$ cat config.mk
export PLATFORM = sky130hd
export DESIGN_NAME = rx_fifo_sreq
export DESIGN_NICKNAME = d
export VERILOG_FILES = /design/src/rtl/rx_fifo_pkg.sv /design/src/rtl/rx_fifo_ctrl.sv /design/src/rtl/rx_fifo_store.sv /design/src/rtl/rx_fifo_flags.sv /design/src/rtl/rx_fifo_sreq.sv
export SDC_FILE = /design/constraint.sdc
export NUM_CORES = 1
export LEC_CHECK = 0
export ABC_AREA = 1
export BUFFER_PORTS_ARGS = -buffer_cell sky130_fd_sc_hd__buf_2
export CAP_MARGIN = 10
export CORE_AREA = 2 2 251 253
export CTS_CLUSTER_SIZE = 24
export DETAILED_ROUTE_END_ITERATION = 6
export DIE_AREA = 0 0 253 255
export GPL_TIMING_DRIVEN = 0
export HOLD_SLACK_MARGIN = 0.08
export SETUP_SLACK_MARGIN = 0.3
export SYNTH_ARGS = -nofsm -noshare
export SYNTH_HDL_FRONTEND = slang
export SYNTH_SLANG_ARGS = --single-unit
$ cat constraint.sdc
create_clock -name clk_i -period 4.2 [get_ports clk_i]
set_input_delay 0.21 -clock clk_i [delete_from_list [all_inputs] [get_ports clk_i]]
set_output_delay 0.21 -clock clk_i [all_outputs]
set_load 0.1 [all_outputs]
$ cat src/rtl/rx_fifo_pkg.sv
package rx_fifo_pkg;
  localparam int unsigned DFLT_DATA_W  = 32;
  localparam int unsigned DFLT_DEPTH   = 20;
  localparam int unsigned DFLT_SET_LVL = 12;
  localparam int unsigned DFLT_CLR_LVL = 11;

  typedef struct packed {
    logic wr;
    logic rd;
  } fifo_op_t;
endpackage

$ cat src/rtl/rx_fifo_ctrl.sv
module rx_fifo_ctrl
  import rx_fifo_pkg::*;
#(
  parameter int unsigned DEPTH = DFLT_DEPTH,
  localparam int unsigned PTR_W = $clog2(DEPTH),
  localparam int unsigned CNT_W = $clog2(DEPTH + 1)
) (
  input  logic             clk_i,
  input  logic             rst_ni,
  input  logic             push_i,
  input  logic             pop_i,
  output fifo_op_t         op_o,
  output logic [PTR_W-1:0] wr_ptr_o,
  output logic [PTR_W-1:0] rd_ptr_o,
  output logic [CNT_W-1:0] cnt_q_o,
  output logic [CNT_W-1:0] cnt_d_o,
  output logic             overrun_o
);
  logic [PTR_W-1:0] wr_ptr_q, rd_ptr_q;
  logic [CNT_W-1:0] cnt_q, cnt_d;
  logic             overrun_q;
  fifo_op_t         op;

  function automatic logic [PTR_W-1:0] ptr_inc(input logic [PTR_W-1:0] p);
    return (p == PTR_W'(DEPTH - 1)) ? '0 : p + PTR_W'(1);
  endfunction

  always_comb begin
    op.rd = pop_i && (cnt_q != '0);
    // full FIFO still takes a push when a word leaves in the same cycle
    op.wr = push_i && ((cnt_q != CNT_W'(DEPTH)) || op.rd);
    unique case ({op.wr, op.rd})
      2'b10:   cnt_d = cnt_q + CNT_W'(1);
      2'b01:   cnt_d = cnt_q - CNT_W'(1);
      default: cnt_d = cnt_q;
    endcase
  end

  always_ff @(posedge clk_i or negedge rst_ni) begin
    if (!rst_ni) begin
      wr_ptr_q  <= '0;
      rd_ptr_q  <= '0;
      cnt_q     <= '0;
      overrun_q <= 1'b0;
    end else begin
      if (op.wr) wr_ptr_q <= ptr_inc(wr_ptr_q);
      if (op.rd) rd_ptr_q <= ptr_inc(rd_ptr_q);
      cnt_q     <= cnt_d;
      overrun_q <= push_i && !op.wr;
    end
  end

  assign op_o      = op;
  assign wr_ptr_o  = wr_ptr_q;
  assign rd_ptr_o  = rd_ptr_q;
  assign cnt_q_o   = cnt_q;
  assign cnt_d_o   = cnt_d;
  assign overrun_o = overrun_q;
endmodule

$ cat src/rtl/rx_fifo_store.sv
module rx_fifo_store
  import rx_fifo_pkg::*;
#(
  parameter int unsigned DATA_W = DFLT_DATA_W,
  parameter int unsigned DEPTH  = DFLT_DEPTH,
  localparam int unsigned PTR_W = $clog2(DEPTH)
) (
  input  logic              clk_i,
  input  logic              rst_ni,
  input  fifo_op_t          op_i,
  input  logic [PTR_W-1:0]  wr_ptr_i,
  input  logic [PTR_W-1:0]  rd_ptr_i,
  input  logic [DATA_W-1:0] wr_data_i,
  output logic [DATA_W-1:0] rd_data_o,
  output logic              rd_valid_o
);
  logic [DATA_W-1:0] mem_q [DEPTH];
  logic [DATA_W-1:0] rd_data_q;
  logic              rd_valid_q;

  for (genvar i = 0; i < DEPTH; i++) begin : g_slot
    always_ff @(posedge clk_i) begin
      if (op_i.wr && (wr_ptr_i == PTR_W'(i))) mem_q[i] <= wr_data_i;
    end
  end

  always_ff @(posedge clk_i or negedge rst_ni) begin
    if (!rst_ni) begin
      rd_data_q  <= '0;
      rd_valid_q <= 1'b0;
    end else begin
      rd_valid_q <= op_i.rd;
      if (op_i.rd) rd_data_q <= mem_q[rd_ptr_i];
    end
  end

  assign rd_data_o  = rd_data_q;
  assign rd_valid_o = rd_valid_q;
endmodule

$ cat src/rtl/rx_fifo_flags.sv
module rx_fifo_flags
  import rx_fifo_pkg::*;
#(
  parameter int unsigned DEPTH   = DFLT_DEPTH,
  parameter int unsigned SET_LVL = DFLT_SET_LVL,
  parameter int unsigned CLR_LVL = DFLT_CLR_LVL,
  localparam int unsigned CNT_W  = $clog2(DEPTH + 1)
) (
  input  logic             clk_i,
  input  logic             rst_ni,
  input  logic [CNT_W-1:0] cnt_d_i,
  input  logic             irq_en_i,
  output logic             sreq_o,
  output logic             not_empty_o,
  output logic             dma_req_o,
  output logic             irq_o
);
  logic sreq_q, nempty_q;

  // set and clear levels kept separate so hysteresis can be widened
  always_ff @(posedge clk_i or negedge rst_ni) begin
    if (!rst_ni) begin
      sreq_q   <= 1'b0;
      nempty_q <= 1'b0;
    end else begin
      if (cnt_d_i >= CNT_W'(SET_LVL))      sreq_q <= 1'b1;
      else if (cnt_d_i <= CNT_W'(CLR_LVL)) sreq_q <= 1'b0;
      nempty_q <= (cnt_d_i != '0);
    end
  end

  assign sreq_o      = sreq_q;
  assign not_empty_o = nempty_q;
  assign dma_req_o   = sreq_q;
  assign irq_o       = sreq_q && irq_en_i;
endmodule

$ cat src/rtl/rx_fifo_sreq.sv
module rx_fifo_sreq
  import rx_fifo_pkg::*;
#(
  parameter int unsigned DATA_W  = DFLT_DATA_W,
  parameter int unsigned DEPTH   = DFLT_DEPTH,
  parameter int unsigned SET_LVL = DFLT_SET_LVL,
  parameter int unsigned CLR_LVL = DFLT_CLR_LVL
) (
  input  logic              clk_i,
  input  logic              rst_ni,
  input  logic              push_i,
  input  logic [DATA_W-1:0] push_data_i,
  input  logic              pop_i,
  output logic [DATA_W-1:0] pop_data_o,
  output logic              pop_valid_o,
  input  logic              irq_en_i,
  output logic              sreq_o,
  output logic              not_empty_o,
  output logic              dma_req_o,
  output logic              irq_o,
  output logic              overrun_o
);
  localparam int unsigned PTR_W = $clog2(DEPTH);
  localparam int unsigned CNT_W = $clog2(DEPTH + 1);

  fifo_op_t         op;
  logic [PTR_W-1:0] wr_ptr, rd_ptr;
  logic [CNT_W-1:0] count_q, count_d;

  rx_fifo_ctrl #(.DEPTH(DEPTH)) u_ctrl (
    .clk_i     (clk_i),
    .rst_ni    (rst_ni),
    .push_i    (push_i),
    .pop_i     (pop_i),
    .op_o      (op),
    .wr_ptr_o  (wr_ptr),
    .rd_ptr_o  (rd_ptr),
    .cnt_q_o   (count_q),
    .cnt_d_o   (count_d),
    .overrun_o (overrun_o)
  );

  rx_fifo_store #(.DATA_W(DATA_W), .DEPTH(DEPTH)) u_store (
    .clk_i      (clk_i),
    .rst_ni     (rst_ni),
    .op_i       (op),
    .wr_ptr_i   (wr_ptr),
    .rd_ptr_i   (rd_ptr),
    .wr_data_i  (push_data_i),
    .rd_data_o  (pop_data_o),
    .rd_valid_o (pop_valid_o)
  );

  rx_fifo_flags #(.DEPTH(DEPTH), .SET_LVL(SET_LVL), .CLR_LVL(CLR_LVL)) u_flags (
    .clk_i       (clk_i),
    .rst_ni      (rst_ni),
    .cnt_d_i     (count_d),
    .irq_en_i    (irq_en_i),
    .sreq_o      (sreq_o),
    .not_empty_o (not_empty_o),
    .dma_req_o   (dma_req_o),
    .irq_o       (irq_o)
  );
endmodule

# Yosys cells after proc, flatten, opt, wreduce, memory -nomap -nowiden
# Memory sizes are Yosys's and may differ from the RTL's. A register that Yosys moved wholly into a read port is not among the register bits.
# Cells that the tools add are included.
[classes] n_addsub=4 magnitude_cmp=2 n_eq_ne=23 n_mux=102 n_reduce_logical=50
[op_table] op="two-way mux 32 bit" n=19
[op_table] op="OR reduction 32 bit" n=19
[op_table] op="two-way mux 5 bit" n=21
[op_table] op="two-way mux 1 bit" n=61
[op_table] op="equality test 5 x 4 -> 1 bit, second input constant" n=8
[op_table] op="equality test 5 bit, second input constant" n=5
[op_table] op="logical AND 1 bit" n=24
[op_table] op="equality test 5 x 3 -> 1 bit, second input constant" n=4
[op_table] op="adder 5 x 1 -> 5 bit, second input constant" n=3
[op_table] op="equality test 5 x 2 -> 1 bit, second input constant" n=2
[op_table] op="one-hot mux 5 bit (2 select lines)" n=1
[op_table] op="nonzero test 5 bit" n=2
[op_table] op="equality test 5 x 1 -> 1 bit, second input constant" n=1
[op_table] op="greater-or-equal comparator 5 x 4 -> 1 bit, second input constant" n=1
[op_table] op="<= comparator 5 x 4 -> 1 bit, second input constant" n=1
[op_table] op="logical NOT 5 bit" n=1
[op_table] op="!= test 5 bit, second input constant" n=1
[op_table] op="subtractor 5 x 1 -> 5 bit, second input constant" n=1
[op_table] op="equality test 2 x 1 -> 1 bit, second input constant" n=1
[op_table] op="equality test 2 bit, second input constant" n=1
[op_table] op="logical NOT 1 bit" n=2
[op_table] op="nonzero test 2 bit" n=1
[op_table] op="logical OR 1 bit" n=1
[word_totals] register_bits=19 ramBits=640 inputBits=37 out_inout_bits=38 word_cells=189 n_memories=1
[mem_list] memory="u_store.mem_q" words=20 word_bits=32 read_ports=1 rd_ports_with_merged_regs=1 wr=1 line_no="rx_fifo_store.sv:17" rtl="logic [DATA_W-1:0] mem_q [DEPTH];"

# Longest topological paths before layout
# Gate-level depths: netlist of run 1.
[logic_depth] ltp_word=27 ltp_mapped=14 depth_no_buf=14

# Cells and area by module
# From an unflattened synthesis of run 1, not the netlist that was laid out.
[hier_totals] cells_unflattened=2716 hier_area_um2=29054.1
[modules_own_cells] mod="rx_fifo_store" instances=1 cells_each=2586 area_per_inst_um2=28011.9 seq_area_each_um2=20044.2
[modules_own_cells] mod="rx_fifo_ctrl" instances=1 cells_each=119 area_per_inst_um2=950.9 seq_area_each_um2=400.4
[modules_own_cells] mod="rx_fifo_flags" instances=1 cells_each=11 area_per_inst_um2=91.3 seq_area_each_um2=50.0

# Worst setup path after synthesis of run 1
# OpenSTA, ideal clock, no wires.
[synth_timing] kind="register -> register" start="reg u_ctrl.cnt_q[0], in the netlist u_ctrl.cnt_q_o[0]" end="mem u_store.mem_q[0][0] (netlist bit), enable pin" setup_ns=0.421 arrival_time_ns=2.553 required_ns=3.779 slack_ns=1.226 path_stages_with_launch=10 n_path_buf=1 synth_period_minus_slack_ns=2.974 path_cell_list="dfrtp_1 -> nor2_2 -> nand3_2 -> nand2_4 -> nand2_1 -> nand2_2 -> inv_1 -> buf_2 -> nand3_1 -> nor2_1"
[synth_via] elab_chain_cells=27 elab_cells_between_ends=122 cone_classes="eq/ne: 1; mux: 78; reduce/logical: 43"
[synth_lines] item="start: declaration" line_no="rx_fifo_ctrl.sv:20" rtl="logic [CNT_W-1:0] cnt_q, cnt_d;"
[synth_lines] item="start signal: assignment" line_no="rx_fifo_ctrl.sv:48" rtl="cnt_q <= cnt_d;"
[synth_lines] item="nonzero test 5 bit" line_no="rx_fifo_ctrl.sv:29" rtl="op.rd = pop_i && (cnt_q != '0);"
[synth_lines] item="logical AND 1 bit" line_no="rx_fifo_ctrl.sv:29"
[synth_lines] item="logical OR 1 bit *" line_no="rx_fifo_ctrl.sv:31" rtl="op.wr = push_i && ((cnt_q != CNT_W'(DEPTH)) || op.rd);"
[synth_lines] item="logical AND 1 bit *" line_no="rx_fifo_ctrl.sv:31"
[synth_lines] item="logical AND 1 bit" line_no="rx_fifo_store.sv:23" rtl="if (op_i.wr && (wr_ptr_i == PTR_W'(i))) mem_q[i] <= wr_data_i;"
[synth_lines] item="two-way mux 1 bit" line_no="rx_fifo_store.sv:23"
[synth_lines] item="two-way mux 1 bit (implied by the code)" line_no="rx_fifo_store.sv:23"
[synth_lines] item="OR reduction 32 bit (no source line)"
[synth_lines] item="two-way mux 5 bit (no source line) / two-way mux 1 bit (equally long branches) (19 in a row)"
[synth_lines] item="end: declaration" line_no="rx_fifo_store.sv:17"
# Mark *: on every way between the ends. The rest lies on a longest branch, timed or not.

# Final worst setup path of run 1
[layout_timing] start="reg u_ctrl.cnt_q[0], in the netlist u_ctrl.cnt_q_o[0]" end="mem u_store.mem_q[2][3] (netlist bit), enable pin"
# Same word-level chain as after synthesis.

==> results of run 1 <==
[power by group through the flow]
| stage | registers, mW | clock network (mW) | logic [mW] |
|---|---|---|---|
| 2_1_floorplan | 9.58 | 0 | 4.34 |
| 3_3_place_gp | 8.48 | 0 | 8.10 |
| 3_5_place_dp | 8.47 | 0 | 8.34 |
| 4_1_cts | 8.33 | 6.17 | 8.40 |
| 5_1_grt | 8.38 | 6.45 | 9.16 |
| 6_report | 8.33 | 6.08 | 8.44 |
[through the flow]
step	area (µm²)	setup WS (ps)	cells
floorplan	27600	1230	2279
global placement	29000	-632	3152
detailed placement	29500	1210	3173
global route	32100	999	3334
CTS	32100	1210	3334
finish	32100	1180	3334
[worst max-delay path, stage by stage (launching register included)]
cell and delay, ps:
dfrtp_1 460, nor2_2 90, nand3_2 110, nand2_4 130
nand2_1 140, nand2_2 170, inv_1 110, buf_2 200
nand3_1 380, nor2_4 610, buf_12 260
[cells in the final DEF (no fill, tap or decap), types with 2 or more instances in the layout]
| cell | count |
|---|---|
| edfxtp_1 | 640 |
| o22ai_1 | 34 |
| xor2_1 | 3 |
| buf_2 | 110 |
| clkbuf_1 | 80 |
| buf_12 | 21 |
| o21bai_1 | 10 |
| inv_1 | 28 |
| nand4_1 | 2 |
| dfrtp_1 | 51 |
| o21ai_1 | 112 |
| nor2_4 | 20 |
| clkbuf_16 | 72 |
| a21oi_1 | 2 |
| o21ai_0 | 250 |
| nor2_1 | 437 |
| clkinv_2 | 10 |
| clkbuf_8 | 3 |
| bufinv_16 | 5 |
| nand2_1 | 380 |
| buf_6 | 18 |
| ha_1 | 9 |
| inv_6 | 3 |
| clkinv_1 | 16 |
| dlygate4sd3_1 | 34 |
| nand3_1 | 155 |
| buf_1 | 8 |
| buf_4 | 8 |
[state kept, by name, summed over array words and instances (netlist names)]
register	flops
u_flags.not_empty_o	1
u_ctrl.overrun_o	1
u_ctrl.wr_ptr_o	5
u_store.mem_q	640
u_ctrl.rd_ptr_o	5
u_store.rd_data_o	32
u_ctrl.cnt_q_o	5
u_store.rd_valid_o	1
u_flags.dma_req_o	1
[cells by family (layout without fill, tap and decap cells)]
logic type / count (synthesis) / in the layout / synth area share [%]
AO/OA/AOI/OAI: 409 / 409 / 7.67
adder cells (fa/ha/maj): 10 / 10 / 0.481
XOR/XNOR: 3 / 3 / 0.0953
flip-flops: 691 / 691 / 74.3
buffers and inverters: 164 / 420 / 3.00
AND/OR/NAND/NOR: 1002 / 1002 / 14.5
[path summary, 6_finish.rpt]
check | startpoint | to | slack (ps) | depth (start not counted)
worst max-delay path | u_ctrl.cnt_q_o[0]$_DFF_PN0_ | u_store.mem_q[2][3]$_DFFE_PP_ | 1180 | 10
worst min-delay path | push_data_i[27] | u_store.mem_q[9][27]$_DFFE_PP_ | 110 | 1
worst max register to register | u_ctrl.cnt_q_o[0]$_DFF_PN0_ | u_store.mem_q[2][3]$_DFFE_PP_ | 1180 | 10
worst min register to register | u_store.rd_data_o[26]$_DFFE_PN0N_ | u_store.rd_data_o[26]$_DFFE_PN0N_ | 470 | 2
max in group asynchronous | rst_ni | u_store.rd_data_o[9]$_DFFE_PN0N_ | 3310 | 3
min in group asynchronous | rst_ni | u_store.rd_data_o[2]$_DFFE_PN0N_ | 220 | 2
[final cells by class]
cell class / instances / area share, %
flip-flops and latches: 691 / 63.9
plain buffers: 134 / 2.22
well taps: 799 / 3.12
multi-input cells: 1424 / 20.0
inverters: 30 / 0.359
clock inverters: 36 / 0.983
clock buffers: 91 / 5.93
repair buffers: 129 / 3.52
[per-layer routing]
metal | GRT usage [%] | routed length (µm) | vias up
met5 | 0 | 0 | -
met4 | 8.62 | 2240 | 0
met3 | 4.73 | 6420 | 130
met2 | 38.2 | 35200 | 792
met1 | 32.0 | 31800 | 9044
li1 | - | - | 8444
==> qor.csv, run 1 <==
metric,value,unit
Die H,255,µm
Final Hold Vio Count,0,
CTS tree,built,
Final Skew,28.7,ps
DRC,0,
async set-or-reset flop fraction in the synthesized netlist,7.38,%
Synth area leader,edfxtp_1,
largest net degree at the start of global routing,28,
post-synth net total,2326,
Syn Area/Cell,12.1,µm²
DR pass1 iterations,6,
htree depth,3,
switching power of the nets,9.15,mW
GRT Residual Overflow,0,
Clock Path Buffers,3,
vias in the first global route,17800,
GPL Wtd Cong,0.873,
Switching Fraction,40.1,%
nets,2527,
fin crit period,3020,ps
Tot Pwr,22.8,mW
highest clock rate,331,MHz
Worst Setup Start Kind,flop,
most numerous cell in the Yosys netlist,edfxtp_1,
Seq pwr share,36.5,%
total area of sequential cells,20500,µm²
Internal,13.7,mW
Resized cells post-CTS,0,
latest clock arrival within the worst-skew pair,610,ps
post-synth cell types,31,
number of DRC markers in iteration 0,2099,
Clock Sinks,691,
total negative setup slack,0,ps
Die X,253,µm
antenna violations before repair,1,
Gate power share,36.9,%
detailed-route via count,18400,
Initial Util,44.4,%
Mapped Cells,2279,
Seq cells post-synth,691,
share of the synthesized area in the top cell type,69.7,%
Worst EP arrival,3310,ps
status,"complete, no violations",
Post-DRT Antenna Nets,0,
Synth top cells by count,"edfxtp_1, nor2_1, nand2_1",
fin crit share,72.0,%
ranking of synthesized cells by area,"edfxtp_1, nor2_1, nand2_1",
Post-synth EDFFs,640,
# IOs,75,
# rows,92,
kind of critical path,reg -> reg,
dominant synthesized flop cell,edfxtp_1,
"Slew Viols, Final",0,
# hold bufs at CTS,34,
Post-CTS Repair Setup Buffers,0,
Ys Warns,0,
die area,64500,µm²
P_leak,11.3,nW
unrepaired setup endpoints after global routing,false,
worst rel slew slack,41.1,%
fin util,51.6,%
Hold Worst Slack,108,ps
FILL cells,5350,
count of buffers from port buffering,74,
# setup viols final,0,
WP data required,4490,ps
first-pass GRT wire length,111000,µm
core area,62200,µm²
Slew @ Worst Pin,883,ps
WL final,75600,µm
fraction of layout cells with a size suffix above 1,11.0,%
Total Routing Usage GR,23.7,%
peak supply drop,0.497,mV
# Max-Cap Violations,0,
Power Density,712,nW/µm²
worst-path maximum fanout,22,
HP Class,in -> reg,
"Reg clk slew, reported paths",70,ps
Setup crit end kind,flop,
vias per cell,5.52,
Routed WL per cell,22.7,µm
root buffer cell,clkbuf_16,
Post-Syn Area,27600,µm²
Clock Power Share,26.6,%
Inserted Clock Buffers,70,
multi-input logic area,6420,µm²
area growth from synthesis to final layout,16.3,%
sequential share of the synthesized area,74.3,%
DP HPWL,51300,µm
Ant. Diodes,0,
Note: power is estimated with default switching activity, not from simulation.
==> run 2: changes to the inputs <==
==> constraint.sdc (replaced) <==
create_clock -name clk_i -period 2.6 [get_ports clk_i]
set_input_delay 0.13 -clock clk_i [delete_from_list [all_inputs] [get_ports clk_i]]
set_output_delay 0.13 -clock clk_i [all_outputs]
set_load 0.1 [all_outputs]
==> run 2 against run 1 <==
The flow now finishes with violations (DRC). Critical path type unchanged. Register-to-register slack worse by 800 ps. Highest routed layer unchanged. Largest cell class unchanged. Global-route usage up 1.6 points. First-iteration DRC count is 9.0% higher. Critical endpoint is now u_store.rd_data_o[27]$_DFFE_PN0N_. Non-clock buffer count up 54. Clock skew barely moved. Largest power group unchanged. Sequential share of layout area decreased by 1.8 points. Core utilization grew 1.5 points.
==> qor.csv, run 2 (synthesized netlist as in run 1, its figures left out) <==
metric,value,unit
failing checks,DRC,
Worst EP arrival,2790,ps
Placed Instance Area,29300,µm²
"Reg clk slew, reported paths",60,ps
Slew @ Worst Pin,763,ps
DR pass1 iterations,7,
area growth from synthesis to final layout,19.6,%
fin crit share,85.6,%
worst r2r src,u_ctrl.rd_ptr_o[0]$_DFFE_PN0N_,
die area,64500,µm²
Power Density,1150,nW/µm²
reg-to-reg setup timing slack,370,ps
worst rel slew slack,49.1,%
HP Class,in -> async,
Die X,253,µm
highest clock rate,449,MHz
WL final,81100,µm
worst r2r path cells,10,
Worst R2R End,u_store.rd_data_o[27]$_DFFE_PN0N_,
pre-CTS setup slack,-712,ps
peak supply drop,0.884,mV
# IOs,75,
WP data required,3160,ps
worst-path maximum fanout,10,
kind of critical path,reg -> reg,
GRT Residual Overflow,0,
detailed-route via count,19100,
largest net degree at the start of global routing,28,
Setup crit end kind,flop,
# rows,92,
CTS tree,built,
DRC,1,
number of DRC markers in iteration 0,2288,
nets,2593,
Ant. Diodes,0,
Inserted Clock Buffers,72,
unrepaired setup endpoints after global routing,true,
htree depth,3,
P_leak,11.7,nW
vias in the first global route,18400,
Final Skew,28.5,ps
Die H,255,µm
"most common cell after layout, fill and taps aside",edfxtp_1,
met3 WL,7060,µm
vias per cell,5.62,
Largest Register,u_store.mem_q,
Finished Cell Area,33000,µm²
core area,62200,µm²
most frequent cells in the layout,"edfxtp_1, nor2_1, nand2_1",
# setup viols final,0,
latest clock arrival within the worst-skew pair,620,ps
Initial Util,44.4,%
root buffer cell,clkbuf_16,
fin util,53.1,%
Total Routing Usage GR,25.3,%
GPL Wtd Cong,0.859,
antenna violations before repair,0,
highest routed layer,met4,
Clock Sinks,691,
DRT met1 WL,33800,µm
Setup WS post-layout,375,ps
Worst Setup Start Kind,flop,
Routed WL per cell,23.9,µm
fraction of layout cells with a size suffix above 1,14.2,%
first-pass GRT wire length,118000,µm
Post-DRT Antenna Nets,0,
"Slew Viols, Final",0,
Clock Path Buffers,3,
FILL cells,5247,
Tot Pwr,37.8,mW
# Max-Cap Violations,0,
Final Hold Vio Count,0,
count of buffers from port buffering,74,
fin crit period,2230,ps
status,finished with violations,
routed wl met2,36900,µm
total negative setup slack,0,ps
max reg flops,640,
DP HPWL,49900,µm
-- run 2: changes by cell type in the layout (fill, tap and decap cells not counted), moves of 5 or more --
cell,change
clkinv_1,-6
clkbuf_2,+11
buf_12,+10
nand3_4,+5
buf_4,+34
nor2_4,+11
clkbuf_1,-7
buf_6,+8
-- run 2: final cells by class --
type	count	area, µm²	area share, %
sequential	691	20500	62.1
inverter	30	123	0.372
clock inverter	28	272	0.823
multi-input combinational	1434	6630	20.1
buffer	133	741	2.24
timing repair buffer	184	1740	5.26
clock buffer	100	2000	6.06
tap	799	1000	3.03
-- run 2: worst max path at each step --
stage	cells past startpoint	to	from
after floorplan	6	u_store.mem_q[18][0]$_DFFE_PP_	u_ctrl.cnt_q_o[0]$_DFF_PN0_
after global placement	6	u_store.mem_q[18][24]$_DFFE_PP_	u_ctrl.cnt_q_o[0]$_DFF_PN0_
after detailed placement	9	u_store.mem_q[0][1]$_DFFE_PP_	u_ctrl.cnt_q_o[0]$_DFF_PN0_
after CTS	13	u_flags.dma_req_o$_DFFE_PN0P_	u_ctrl.cnt_q_o[0]$_DFF_PN0_
after global routing	14	u_flags.not_empty_o$_DFF_PN0_	u_ctrl.cnt_q_o[1]$_DFF_PN0_
final	10	u_store.rd_data_o[27]$_DFFE_PN0N_	u_ctrl.rd_ptr_o[0]$_DFFE_PN0N_
-- run 2: metal layers --
| metal | up-vias | GRT usage (%) |
|---|---|---|
| met2 | 973 | 39.6 |
| met3 | 170 | 3.90 |
| met5 | - | 0 |
| li1 | 8576 | - |
| met1 | 9380 | 35.2 |
| met4 | 0 | 11.5 |
-- run 2: power breakdown --
part,internal [mW],switching [mW]
combinational,3.67,10.6
sequential,13.0,0.435
clock,5.87,4.19
total,22.6,15.3
-- run 2: critical path, cell delays in order (launching register included) --
cell and delay (ps):
dfrtp_1 400, buf_6 160, inv_4 100, buf_6 180, clkbuf_1 570, o21ai_0 160, o22ai_1 200, nand2_1 70
nand2_1 90, o21bai_1 150, nand2_1 80
-- run 2: through the flow --
step,instances,hold slack (ps)
2_1_floorplan,2279,-166
3_3_place_gp,3152,459
3_5_place_dp,3163,226
4_1_cts,3387,110
5_1_grt,3399,165
6_report,3399,85.4
-- run 2: repair_timing --
action | in CTS | in global routing
buffers inserted | 51 | 10
hold buffers | 36 | 0
setup endpoints to repair | 580 | 572
resized for setup | 32 | 37
cloned | 10 | 2
hold endpoints to repair | 702 | 0
pin swaps | 31 | 5
